File: config.mk
export PLATFORM = sky130hd
export DESIGN_NAME = vid_plane_serializer
export DESIGN_NICKNAME = d
export VERILOG_FILES = /design/src/rtl/vps_pkg.sv /design/src/rtl/vps_cfg.sv /design/src/rtl/vps_seq.sv /design/src/rtl/vps_pixsel.sv /design/src/rtl/vid_plane_serializer.sv
export SDC_FILE = /design/constraint.sdc
export NUM_CORES = 1
export LEC_CHECK = 0
export CAP_MARGIN = 30
export CELL_PAD_IN_SITES_DETAIL_PLACEMENT = 1
export CELL_PAD_IN_SITES_GLOBAL_PLACEMENT = 1
export CORE_UTILIZATION = 30
export DETAILED_ROUTE_END_ITERATION = 8
export GPL_TIMING_DRIVEN = 0
export HOLD_SLACK_MARGIN = 0.03
export PLACE_DENSITY = 0.68
export SLEW_MARGIN = 20
export SYNTH_ARGS = -nofsm -noshare
export SYNTH_HDL_FRONTEND = slang
export SYNTH_HIERARCHICAL = 1
export SYNTH_SLANG_ARGS = --single-unit
File: constraint.sdc
create_clock -name clk -period 5.6 [get_ports clk]
set_input_delay 1.12 -clock clk [delete_from_list [all_inputs] [get_ports clk]]
set_output_delay 1.12 -clock clk [all_outputs]
set_load 0.01 [all_outputs]
File: src/rtl/vps_pkg.sv
package vps_pkg;

  typedef enum logic [1:0] {
    PM_ONE  = 2'd0,
    PM_TWO  = 2'd1,
    PM_FOUR = 2'd2
  } plane_mode_e;

  localparam int NPLANE = 4;
  localparam int ZCODE_W = 4;

  function automatic plane_mode_e mode_decode(input logic [1:0] code);
    case (code)
      2'd0:    return PM_ONE;
      2'd1:    return PM_TWO;
      default: return PM_FOUR;
    endcase
  endfunction

  // last repeat index of a logical pixel (factor minus one)
  function automatic logic [1:0] zoom_last(input logic [ZCODE_W-1:0] code);
    case (code)
      4'b0000: return 2'd0;
      4'b0001: return 2'd1;
      4'b0011: return 2'd3;
      default: return 2'd0;
    endcase
  endfunction

  // log2 of bits per logical pixel
  function automatic logic [1:0] mode_shift(input plane_mode_e m);
    case (m)
      PM_ONE:  return 2'd0;
      PM_TWO:  return 2'd1;
      default: return 2'd2;
    endcase
  endfunction

endpackage

File: src/rtl/vps_cfg.sv
module vps_cfg
  import vps_pkg::*;
#(
  parameter int PIX_W = 3,
  parameter int PAN_W = 4
) (
  input  logic                clk,
  input  logic                rst,
  input  logic                line_load,
  input  logic [1:0]          mode_sel,
  input  logic [ZCODE_W-1:0]  zoom_code,
  input  logic [PAN_W-1:0]    pan_in,
  output plane_mode_e         mode_q,
  output logic [1:0]          rep_max_q,
  output logic [PIX_W-1:0]    pix_max_q,
  output logic [PIX_W-1:0]    start_pix
);

  plane_mode_e      mode_live;
  logic [PIX_W-1:0] pix_max_live;
  logic             unused_pan_hi;

  assign mode_live    = mode_decode(mode_sel);
  assign pix_max_live = {PIX_W{1'b1}} >> mode_shift(mode_live);
  assign start_pix    = pan_in[PIX_W-1:0] & pix_max_live;

  generate
    if (PAN_W > PIX_W) begin : g_pan_hi
      assign unused_pan_hi = ^pan_in[PAN_W-1:PIX_W];
    end else begin : g_pan_fit
      assign unused_pan_hi = 1'b0;
    end
  endgenerate

  always_ff @(posedge clk) begin
    if (rst) begin
      mode_q    <= PM_ONE;
      rep_max_q <= 2'd0;
      pix_max_q <= '0;
    end else if (line_load) begin
      mode_q    <= mode_live;
      rep_max_q <= zoom_last(zoom_code);
      pix_max_q <= pix_max_live;
    end
  end

endmodule

File: src/rtl/vps_seq.sv
module vps_seq #(
  parameter int UB    = 8,
  parameter int PIX_W = 3
) (
  input  logic              clk,
  input  logic              rst,
  input  logic              line_load,
  input  logic              blank,
  input  logic [2*UB-1:0]   word_in,
  input  logic [PIX_W-1:0]  pix_max,
  input  logic [1:0]        rep_max,
  input  logic [PIX_W-1:0]  start_pix,
  output logic [UB-1:0]     word_q,
  output logic [PIX_W-1:0]  pix_q,
  output logic              show,
  output logic              ser_adv
);

  logic [UB-1:0] packed_w;
  logic [UB-1:0] odd_bits;
  logic          unused_odd;
  logic [1:0]    rep_q;
  logic          active_q;
  logic          rep_last;
  logic          pix_last;
  logic          word_done;

  generate
    for (genvar i = 0; i < UB; i++) begin : g_pack
      assign packed_w[i] = word_in[2*i];
      assign odd_bits[i] = word_in[2*i+1];
    end
  endgenerate
  assign unused_odd = ^odd_bits;

  assign show      = active_q & ~blank & ~line_load;
  assign rep_last  = (rep_q == rep_max);
  assign pix_last  = (pix_q == pix_max);
  assign word_done = show & rep_last & pix_last;
  assign ser_adv   = ~rst & (line_load | word_done);

  always_ff @(posedge clk) begin
    if (rst) begin
      active_q <= 1'b0;
      word_q   <= '0;
      pix_q    <= '0;
      rep_q    <= 2'd0;
    end else if (line_load) begin
      active_q <= 1'b1;
      word_q   <= packed_w;
      pix_q    <= start_pix;
      rep_q    <= 2'd0;
    end else if (show) begin
      if (rep_last) begin
        rep_q <= 2'd0;
        if (pix_last) begin
          pix_q  <= '0;
          word_q <= packed_w;
        end else begin
          pix_q <= pix_q + 1'b1;
        end
      end else begin
        rep_q <= rep_q + 2'd1;
      end
    end
  end

endmodule

File: src/rtl/vps_pixsel.sv
module vps_pixsel
  import vps_pkg::*;
#(
  parameter int UB    = 8,
  parameter int PIX_W = 3
) (
  input  logic              clk,
  input  logic              rst,
  input  logic              show,
  input  plane_mode_e       mode,
  input  logic [UB-1:0]     word_q,
  input  logic [PIX_W-1:0]  pix_q,
  input  logic              blink_en,
  input  logic              blink_on,
  output logic [NPLANE-1:0] planes
);

  logic [PIX_W+1:0]  amt;
  logic [UB-1:0]     sh;
  logic [NPLANE-1:0] val;
  logic              scratch;
  logic              dark;

  always_comb begin
    amt = {2'b00, pix_q} << mode_shift(mode);
    sh  = word_q >> amt;
    case (mode)
      PM_FOUR: begin val = sh[3:0];          scratch = sh[3]; end
      PM_TWO:  begin val = {2'b00, sh[1:0]}; scratch = sh[1]; end
      default: begin val = {3'b000, sh[0]};  scratch = sh[0]; end
    endcase
    dark = blink_en & ~blink_on & scratch;
  end

  always_ff @(posedge clk) begin
    if (rst)             planes <= '0;
    else if (show && !dark) planes <= val;
    else                 planes <= '0;
  end

endmodule

File: src/rtl/vid_plane_serializer.sv
module vid_plane_serializer
  import vps_pkg::*;
#(
  parameter int WORD_W = 16,
  parameter int PAN_W  = 4
) (
  input  logic                clk,
  input  logic                rst,
  input  logic                line_load,
  input  logic                blank,
  input  logic [WORD_W-1:0]   word_in,
  input  logic [1:0]          mode_sel,
  input  logic [3:0]          zoom_code,
  input  logic [PAN_W-1:0]    pan_in,
  input  logic                blink_en,
  input  logic                blink_on,
  output logic                ser_adv,
  output logic [3:0]          planes
);

  localparam int UB    = WORD_W / 2;
  localparam int PIX_W = $clog2(UB);

  plane_mode_e      mode_q;
  logic [1:0]       rep_max;
  logic [PIX_W-1:0] pix_max;
  logic [PIX_W-1:0] start_pix;
  logic [UB-1:0]    word_q;
  logic [PIX_W-1:0] pix_q;
  logic             show;

  vps_cfg #(.PIX_W(PIX_W), .PAN_W(PAN_W)) u_cfg (
    .clk(clk), .rst(rst), .line_load(line_load),
    .mode_sel(mode_sel), .zoom_code(zoom_code), .pan_in(pan_in),
    .mode_q(mode_q), .rep_max_q(rep_max), .pix_max_q(pix_max),
    .start_pix(start_pix)
  );

  vps_seq #(.UB(UB), .PIX_W(PIX_W)) u_seq (
    .clk(clk), .rst(rst), .line_load(line_load), .blank(blank),
    .word_in(word_in), .pix_max(pix_max), .rep_max(rep_max),
    .start_pix(start_pix), .word_q(word_q), .pix_q(pix_q),
    .show(show), .ser_adv(ser_adv)
  );

  vps_pixsel #(.UB(UB), .PIX_W(PIX_W)) u_pix (
    .clk(clk), .rst(rst), .show(show), .mode(mode_q),
    .word_q(word_q), .pix_q(pix_q), .blink_en(blink_en),
    .blink_on(blink_on), .planes(planes)
  );

endmodule

=== Yosys cells after proc, flatten, opt, wreduce, memory -nomap -nowiden ===
Cells that the tools add are included.

* Input port bits: 32
* Logic and storage cells: 62
* Register bits after elaboration: 25

* Bitwise gates (word level): 14
* Muxes and demuxes: 15
* Reduce and logical (&&, ||, !) cells: 12
* Eq/ne operators: 8
* Shift operators: 3
* $add $sub $neg: 2

{| class="wikitable"
|+ Operator list
! cell !! count
|-
| $mux 8 || 4
|-
| $pmux 2 s2 || 4
|-
| $mux 3 || 4
|-
| $pmux 4 s2 || 1
|-
| $shr 8x5->4 || 1
|-
| $and 1x1->1 || 7
|-
| $eq 2x1->1 const B || 3
|-
| $logic_not 2->1 || 3
|-
| $reduce_bool 2->1 || 3
|-
| $not 1->1 || 5
|-
| $shl 3x2->5 || 1
|-
| $eq 4x1->1 const B || 1
|-
| $eq 4x2->1 const B || 1
|-
| $reduce_or 2->1 || 2
|-
| $add 3x1->3 const B || 1
|-
| $and 3x3->3 || 1
|-
| $eq 3x3->1 || 1
|-
| $reduce_and 3->1 || 1
|-
| $shr 3x2->3 const A || 1
|-
| $add 2x1->2 const B || 1
|-
| $eq 2x2->1 || 1
|-
| $eq 2x2->1 const B || 1
|-
| $mux 2 || 1
|-
| $pmux 1 s2 || 1
|-
| other kinds (4) || 4
|}

=== Logic depth before layout (Yosys ltp) ===
Gate-level depths: netlist of the first run.

* Depth after elaboration: 10
* Mapped depth: 10
* Gate-level depth less buffers: 8

=== By module ===
The synthesis of the first run kept the hierarchy.

{| class="wikitable"
|+ Modules (own cells, without submodules)
! module !! times used !! cells each !! seq. area each (µm²) !! area an instance (µm²)
|-
| vps_seq || 1 || 77 || 280.3 || 720.7
|-
| vps_pixsel || 1 || 82 || 80.1 || 674.4
|-
| vps_cfg || 1 || 31 || 140.1 || 292.8
|}

=== Worst setup path after synthesis of the first run ===
No wires, ideal clock.

* Path kind: input to output
* Start point: in blank
* End point: out ser_adv
* Data arrival time: 2120 ps
* Stages: 4
* Slack: 2360 ps
* Path through: nor4b_1 a21oi_1 buf_2 nor2_1

* Longest elaborated chain between the ends: 7

{| class="wikitable"
|+ RTL lines
! what !! RTL line !! text
|-
| from (decl) || vid_plane_serializer.sv:10 || <nowiki>input logic blank,</nowiki>
|-
| $not 1->1 || vps_seq.sv:36 || <nowiki>assign show = active_q & ~blank & ~line_load;</nowiki>
|-
| $and 1x1->1 (2 in a row) || vps_seq.sv:36 ||
|-
| $and 1x1->1 (2 in a row) || vps_seq.sv:39 || <nowiki>assign word_done = show & rep_last & pix_last;</nowiki>
|-
| $or 1x1->1 || vps_seq.sv:40 || <nowiki>assign ser_adv = ~rst & (line_load | word_done);</nowiki>
|-
| $and 1x1->1 || vps_seq.sv:40 ||
|-
| to (decl) || vid_plane_serializer.sv:17 || <nowiki>output logic ser_adv,</nowiki>
|}

No other way between the ends.

=== Worst setup path after layout of the first run ===
Same ends and word-level chain as after synthesis.

==> results of run 1 <==
cell usage in the layout, fill, tap and decap left out, types with 6 or more instances in the layout:
cell type / netlist / final
clkbuf_1: 5 / 6
nand2_1: 8 / 8
nor2_1: 10 / 10
nand3_1: 6 / 6
mux2i_1: 11 / 11
dfxtp_1: 25 / 25
clkdlybuf4s50_1: 0 / 26
inv_1: 8 / 8
nand2b_1: 21 / 21
a21oi_1: 9 / 9
final cells by class:
type / instances / area share (%)
Buffer: 12 / 3.307
Clock buffer: 4 / 2.165
Inverter: 8 / 1.443
Multi-Input combinational cell: 145 / 52.31
Sequential cell: 25 / 24.05
Tap cell: 70 / 4.209
Timing Repair Buffer: 26 / 12.51
logic make-up after synthesis:
| group | count (synthesis) | synth area share, % |
|---|---|---|
| AND/OR/NAND/NOR | 78 | 28.25 |
| flip-flops | 25 | 29.65 |
| buffers and inverters | 20 | 5.856 |
| multiplexers | 15 | 10.08 |
| AO/OA/AOI/OAI | 42 | 20.09 |
| XOR/XNOR | 6 | 3.114 |
| adder cells (fa/ha/maj) | 4 | 2.965 |
metrics by stage:
stage               std cells  util (%)  hold WS (ns)  area (um^2)
floorplan                 190         -        0.4479         1688
global placement          286     38.63        0.4694         2036
detailed placement        286     38.63        0.4823         2036
CTS                       290     39.48        0.4951         2081
global route              290     39.48        0.5324         2081
finish                    290     39.48        0.4923         2081
cell usage after synthesis (3+ instances only):
master	count
a221oi_2	3
clkbuf_1	5
nor3b_1	3
nand3b_1	3
xnor2_1	3
o211ai_1	3
ha_1	4
nand2b_1	21
o21ai_0	4
nor3_1	4
nor2b_1	4
a31oi_1	3
a21oi_1	9
a211oi_1	3
dfxtp_1	25
nor2_1	10
mux2i_1	11
inv_1	8
buf_2	4
nand2_1	8
xor2_1	3
nand3_1	6
sequential cells by signal, indices dropped and copies added, names as in the netlist:
name / flops
u_seq/active_q: 1
u_cfg/mode_q: 2
u_seq/pix_q: 3
u_cfg/pix_max_q: 3
u_seq/rep_q: 2
u_seq/word_q: 8
u_pix/planes: 4
u_cfg/rep_max_q: 2
worst reg2reg max path: cells and delay by family (launching register included):
kind / cells / cell delay (ns)
mux: 1 / 0.21
simple gates: 2 / 0.32
fa+ha+maj: 1 / 0.21
flops: 1 / 0.37
buf+inv: 2 / 0.22
compound gates: 3 / 0.74
how the worst max path moves through the flow:
| stage | to | depth (start not counted) | start |
|---|---|---|---|
| after floorplan | ser_adv | 4 | blank |
| after CTS | ser_adv | 6 | blank |
| final | ser_adv | 6 | blank |
| after global placement | ser_adv | 6 | blank |
| after detailed placement | ser_adv | 6 | blank |
| after global routing | ser_adv | 6 | blank |
where the power goes:
| group | switching (W) | internal [W] | total (W) |
|---|---|---|---|
| logic | 0.0000516 | 0.0000543 | 0.000106 |
| registers | 0.0000111 | 0.000186 | 0.000197 |
| clock network | 0.0000564 | 0.0000508 | 0.000107 |
routing by layer:
metal  global-route usage, %  wire, um
met1                   18.07      1915
met2                   24.73      1897
met3                   1.905       100
met4                   3.396        17
met5                       0         0
==> impl_table.tex, run 1 <==
\begin{tabular}{lr}
\hline
Metric & Value \\
\hline
\multicolumn{2}{l}{\textbf{Status}} \\
Outcome & finished, final reports clean \\
\multicolumn{2}{l}{\textbf{Power}} \\
Total power & 0.0004103 W \\
Pwr dens & roughly 200 mW/mm\^{}2 \\
Pleak & roughly 0.75 nW \\
Max VDD drop & about 0.079 mV \\
\multicolumn{2}{l}{\textbf{Min path}} \\
Cell depth of the worst hold path & 2 \\
Worst hold endpoint & u\_seq/word\_q[0] \\
Worst Hold Class & flop to flop \\
Beginning of the worst hold path & u\_seq/word\_q[0] \\
\multicolumn{2}{l}{\textbf{Synthesis}} \\
Cell type contributing the most total cell area after synthesis & dfxtp\_1 \\
Sequential element share of the synthesized area & between 20\% and 30\% \\
Yosys reg bits & 25 \\
Portion of synthesized cell area occupied by the leading cell type & between 20\% and 30\% \\
Total nets after synthesis & roughly 230 \\
Gate count of the mapped netlist & 190 \\
Average size of a mapped cell & roughly 9 um\^{}2 \\
Count of distinct cell types in the synthesized netlist & 56 \\
Top FF cell, synth & dfxtp\_1 \\
Async S/R FF share, synth & 0\% \\
Post-Syn Area & around 0.0017 mm\^{}2 \\
YS warnings & 6 \\
Number of synthesized flops with an enable pin & 0 \\
Top area cells in the synthesized netlist & dfxtp\_1 (30\%), nand2b\_1 (7.8\%), mux2i\_1 (6.5\%), ha\_1 (3.0\%), a21oi\_1 (2.7\%) \\
\multicolumn{2}{l}{\textbf{Routing}} \\
Via Count & between 1000 and 1500 \\
Starting DRC count in detailed routing & 86 \\
Remaining antenna violation count after routing & 0 \\
Detailed-route wire length & 3929 um \\
1st-pass router iterations & 5 \\
Number of design rule violations left after detail routing & 0 \\
WL per Instance & approximately 14 um \\
Post-DR vias/cell & around 5.2 \\
\multicolumn{2}{l}{\textbf{STA}} \\
Setup violation total in the final timing report & 0 \\
Tcrit/Tclk final & slightly below 80\% \\
Setup repair after global routing missed its margin & no \\
FMAX & about 230 MHz \\
Final sum of negative setup slack & 0 ns \\
Final worst setup slack & approximately 1.2 ns \\
Number of endpoints with negative hold slack in the final report & 0 \\
Rel. slew slack & a little over half \\
Layout Skew & slightly above 0.004 ns \\
Worst-Margin Slew & 0.6916 ns \\
Final critical-path required period & between 4 and 5 ns \\
Final Max Slew Viols & 0 \\
\multicolumn{2}{l}{\textbf{Critical path}} \\
Data arrival time at the worst-slack endpoint & around 3.3 ns \\
Family with the most delay on the worst path & buffers and inverters \\
Nature of the critical path startpoint & input port \\
Worst reg2reg path endpoint & u\_pix/planes[2] \\
Slowest cell on the critical path & nor4b\_1 \\
Worst R2R Path Depth & 9 \\
Crit path cell chain & clkdlybuf4s50\_1, nor4b\_1, a21oi\_1, buf\_2, nor2\_1, clkdlybuf4s50\_1 \\
Path type of the worst setup path & input port to output pin \\
CP most frequent cell & clkdlybuf4s50\_1 \\
Data required time of the critical path & 4.48 ns \\
Start of the worst register-to-register path & u\_cfg/mode\_q[1] \\
Maximum fanout along the worst path & 9 \\
Kind of capture point of the worst setup path & output pin \\
Number of buffers and inverters on the critical path & 3 \\
Delay of the slowest cell on the worst path & between 0.6 and 0.7 ns \\
Register-to-register setup slack & roughly 3.4 ns \\
\multicolumn{2}{l}{\textbf{GRT}} \\
GRT Residual Overflow & 0 \\
Pin count of the biggest net entering global routing & 14 \\
Combined global-route utilization of all metal layers & 14.09\% \\
First-pass GRT wire length & roughly 7000 um \\
Initial antenna violation count & 0 \\
Via count of the first global-routing pass & between 1500 and 2000 \\
\multicolumn{2}{l}{\textbf{Clock network}} \\
Number of levels the H-tree was split into & 1 \\
Number of clock buffers inserted by TritonCTS & 3 \\
Setup Buffers After CTS & 0 \\
Total clock sinks & 25 \\
Post-cts gate resize count & 0 \\
Clock latency on the worst-skew pair & 0.26 ns \\
Clock transition at the registers of the reported paths & roughly 0.090 ns \\
Clock buffer depth & 2 \\
Clock root buffer master & clkbuf\_8 \\
CTS tree & yes \\
Count of hold buffers inserted by post-cts repair & 0 \\
\multicolumn{2}{l}{\textbf{Cells and area}} \\
Ant. Diodes & 0 \\
Post-synthesis to final-layout area growth & 23.28\% \\
Fillers & 640 \\
Area of combinational cells with multiple inputs & roughly 0.0011 mm\^{}2 \\
Fraction of layout instances using a drive strength above 1 & between 10\% and 20\% \\
Reg area & between 500 and 600 um\^{}2 \\
Number of nets in the final layout & about 260 \\
\multicolumn{2}{l}{\textbf{Floorplan}} \\
Die Footprint & between 0.005 and 0.006 mm\^{}2 \\
Total number of placement rows & 26 \\
Total core area & between 0.005 and 0.006 mm\^{}2 \\
Die height & 77.01 um \\
Overall die width & 77.01 um \\
Top-level I/O count & 37 \\
Initial Utilization & between 30\% and 40\% \\
\multicolumn{2}{l}{\textbf{Placed design}} \\
Detailed placer's ending HPWL & 3036 um \\
Worst setup slack after placement & about 1.2 ns \\
Count of buffers inserted at the top-level ports & 26 \\
RePlAce Congestion & roughly 0.75 \\
\multicolumn{2}{l}{\textbf{Run}} \\
Number of violations of the max-capacitance limit & 0 \\
\hline
\end{tabular}
No activity file was read; power rests on OpenSTA's default activity.
==> inputs of run 2 (changes only) <==
==> constraint.sdc (replaced) <==
create_clock -name clk -period 4.1 [get_ports clk]
set_input_delay 0.82 -clock clk [delete_from_list [all_inputs] [get_ports clk]]
set_output_delay 0.82 -clock clk [all_outputs]
set_load 0.01 [all_outputs]
==> results of run 2 <==
The final DEF is identical to that of run 1. Status: finished, final reports clean.
Among the figures that moved: setup slack after placement 1.199 ns -> 0.2991 ns; setup slack after layout 1.212 ns -> 0.3119 ns; register-to-register setup slack 3.44 ns -> 1.94 ns; total power 0.0004103 W -> 0.0005604 W; worst IR drop on VDD 0.07931 mV -> 0.1083 mV
==> inputs of run 3 (changes only) <==
--- a/config.mk
+++ b/config.mk
@@ -12,8 +12,10 @@
 export DETAILED_ROUTE_END_ITERATION = 8
 export GPL_TIMING_DRIVEN = 0
 export HOLD_SLACK_MARGIN = 0.03
+export MAX_ROUTING_LAYER = met4
 export PLACE_DENSITY = 0.68
-export SLEW_MARGIN = 20
+export SETUP_SLACK_MARGIN = 0.15
+export SLEW_MARGIN = 15
 export SYNTH_ARGS = -nofsm -noshare
 export SYNTH_HDL_FRONTEND = slang
 export SYNTH_HIERARCHICAL = 1
==> run 3 against run 2 <==
  * Power about the same
  * Via count decreased by 0.13%
  * Combinational power about the same
  * Maximum frequency rose by 5.7%
  * Critical endpoint unchanged
  * Largest cell class unchanged
==> impl_table.tex, run 3 (same netlist as run 1, synthesis figures left out) <==
\begin{tabular}{lr}
\hline
Metric & Value \\
\hline
\multicolumn{2}{l}{\textbf{Critical path}} \\
Data required time of the critical path & around 3.3 ns \\
Data arrival time at the worst-slack endpoint & roughly 2.8 ns \\
Worst R2R Path Depth & 9 (unchanged) \\
Path type of the worst setup path & input port to output pin \\
Nature of the critical path startpoint & input port \\
Maximum fanout along the worst path & 9 (unchanged) \\
Start of the worst register-to-register path & u\_cfg/mode\_q[1] \\
Worst reg2reg path endpoint & u\_pix/planes[2] \\
Register-to-register setup slack & just under 2 ns \\
Kind of capture point of the worst setup path & output pin \\
\multicolumn{2}{l}{\textbf{STA}} \\
Final sum of negative setup slack & 0 ns (unchanged) \\
Layout Skew & 0.002026 ns (-0.002011 ns) \\
Worst-Margin Slew & 0.5481 ns (-0.1435 ns) \\
FMAX & around 280 MHz \\
Final Max Slew Viols & 0 (unchanged) \\
Tcrit/Tclk final & just under 90\% \\
Rel. slew slack & 63.38\% (+10 points) \\
Number of endpoints with negative hold slack in the final report & 0 (unchanged) \\
Final critical-path required period & $\sim$3.6 ns \\
Setup repair after global routing missed its margin & no \\
Setup violation total in the final timing report & 0 (unchanged) \\
\multicolumn{2}{l}{\textbf{Cells and area}} \\
Fraction of layout instances using a drive strength above 1 & 12.27\% (+0.45 points) \\
Register ranked first by flip-flop count & u\_seq/word\_q \\
Final Non-Filler Cells & 290 (unchanged) \\
Ant. Diodes & 0 (unchanged) \\
Number of nets in the final layout & 257 (unchanged) \\
Max reg flops & 8 (unchanged) \\
Leading cell type in the layout, fill and taps excluded & clkdlybuf4s50\_1 \\
Commonest cells after routing, fill and taps aside & clkdlybuf4s50\_1 (26), dfxtp\_1 (25), nand2b\_1 (21), mux2i\_1 (11), nor2\_1 (10) \\
Top Registers & u\_seq/word\_q (8), u\_pix/planes (4) \\
Post-synthesis to final-layout area growth & 23.65\% \\
\multicolumn{2}{l}{\textbf{Routing}} \\
Detailed-route wire length & 3934 um (+0.13\%) \\
Number of design rule violations left after detail routing & 0 (unchanged) \\
Starting DRC count in detailed routing & 75 (-13\%) \\
WL per Instance & 13.57 um (+0.13\%) \\
Remaining antenna violation count after routing & 0 (unchanged) \\
Via Count & 1493 (-0.13\%) \\
1st-pass router iterations & 4 (-1) \\
Post-DR vias/cell & 5.148 (-0.13\%) \\
\multicolumn{2}{l}{\textbf{Min path}} \\
Beginning of the worst hold path & u\_seq/word\_q[0] \\
Worst Hold Class & flop to flop \\
Cell depth of the worst hold path & 2 (unchanged) \\
Worst hold endpoint & u\_seq/word\_q[0] \\
\multicolumn{2}{l}{\textbf{Clock network}} \\
Clock buffer depth & 2 (unchanged) \\
Number of clock buffers inserted by TritonCTS & 3 (unchanged) \\
Clock latency on the worst-skew pair & 0.26 ns (about the same) \\
Post-cts gate resize count & 0 (unchanged) \\
Count of hold buffers inserted by post-cts repair & 0 (unchanged) \\
Setup Buffers After CTS & 0 (unchanged) \\
Total clock sinks & 25 (unchanged) \\
Clock transition at the registers of the reported paths & 0.09 ns (about the same) \\
Clock root buffer master & clkbuf\_8 \\
Number of levels the H-tree was split into & 1 (unchanged) \\
CTS tree & yes \\
\multicolumn{2}{l}{\textbf{Placed design}} \\
Count of buffers inserted at the top-level ports & 26 (unchanged) \\
RePlAce Congestion & 0.7555 (+1.3\%) \\
Number of placed instances, taps included & 286 (unchanged) \\
Detailed placer's ending HPWL & 3036 um (unchanged) \\
\multicolumn{2}{l}{\textbf{GRT}} \\
Pin count of the biggest net entering global routing & 14 (unchanged) \\
GRT Residual Overflow & 0 (unchanged) \\
First-pass GRT wire length & 6872 um (-0.10\%) \\
Initial antenna violation count & 0 (unchanged) \\
Combined global-route utilization of all metal layers & 14.49\% (+0.40 points) \\
Via count of the first global-routing pass & 1509 (+0.066\%) \\
\multicolumn{2}{l}{\textbf{Floorplan}} \\
Overall die width & 77.01 um (unchanged) \\
Die Footprint & 0.005931 mm\^{}2 (unchanged) \\
Die height & 77.01 um (unchanged) \\
Total number of placement rows & 26 (unchanged) \\
Initial Utilization & 32.03\% (unchanged) \\
Total core area & 0.005270 mm\^{}2 (unchanged) \\
Top-level I/O count & 37 (unchanged) \\
\multicolumn{2}{l}{\textbf{Power}} \\
Pwr dens & between 200 and 300 mW/mm\^{}2 \\
Total power & 0.0005608 W \\
Max VDD drop & between 0.1 and 0.15 mV \\
Pleak & 0.7515 nW (+0.23\%) \\
\multicolumn{2}{l}{\textbf{Status}} \\
Outcome & finished, final reports clean \\
\multicolumn{2}{l}{\textbf{Run}} \\
Number of violations of the max-capacitance limit & 0 (unchanged) \\
\hline
\end{tabular}
==> run 3: how the worst max path moves through the flow <==
| stage | cells past startpoint | slack (ns) | startpoint | to |
|---|---|---|---|---|
| 2_1_floorplan | 4 | 1.46 | blank | ser_adv |
| 3_3_place_gp | 6 | 0.26 | blank | ser_adv |
| 6_report | 6 | 0.51 | blank | ser_adv |
| 5_1_grt | 6 | 0.36 | blank | ser_adv |
| 3_5_place_dp | 6 | 0.30 | blank | ser_adv |
| 4_1_cts | 6 | 0.30 | blank | ser_adv |
==> run 3: final cells by class <==
class	count	area, um^2
fill	638	3183
multi-input combinational	145	1095
sequential	25	500.5
timing repair buffer	26	260.3
tap	70	87.58
buffer	12	68.82
clock buffer	4	45.04
inverter	8	30.03
==> run 3: stage by stage <==
step / hold slack (ns) / cell area, um^2 / util, % / setup WS, ns
2_1_floorplan: 0.4479 / 1688 / - / 1.460
3_3_place_gp: 0.4694 / 2036 / 38.63 / 0.2592
3_5_place_dp: 0.4823 / 2036 / 38.63 / 0.2991
4_1_cts: 0.4951 / 2081 / 39.48 / 0.3024
5_1_grt: 0.5324 / 2087 / 39.60 / 0.3638
6_report: 0.4912 / 2087 / 39.60 / 0.5145
==> run 3: metal layers <==
layer  global-route usage, %  share of wire [%]
met3                   1.905                2.2
met2                   24.73                 48
met1                   18.07                 49
met5                       -                  0
met4                   3.396               0.43
==> run 3: power by group <==
group | switching [W] | leakage [nW] | internal [W] | total, W
registers | 0.0000153 | 0.205 | 0.000254 | 0.000270
logic | 0.0000707 | 0.524 | 0.0000744 | 0.000145
clock network | 0.0000768 | 0.0228 | 0.0000694 | 0.000146
total | 0.000163 | 0.752 | 0.000398 | 0.000561
==> run 3: worst max-delay path, stage by stage <==
cell             delay, ns
clkdlybuf4s50_1       0.46
nor4b_2               0.47
a21oi_1               0.12
buf_2                 0.23
nor2_1                0.12
clkdlybuf4s50_1       0.54
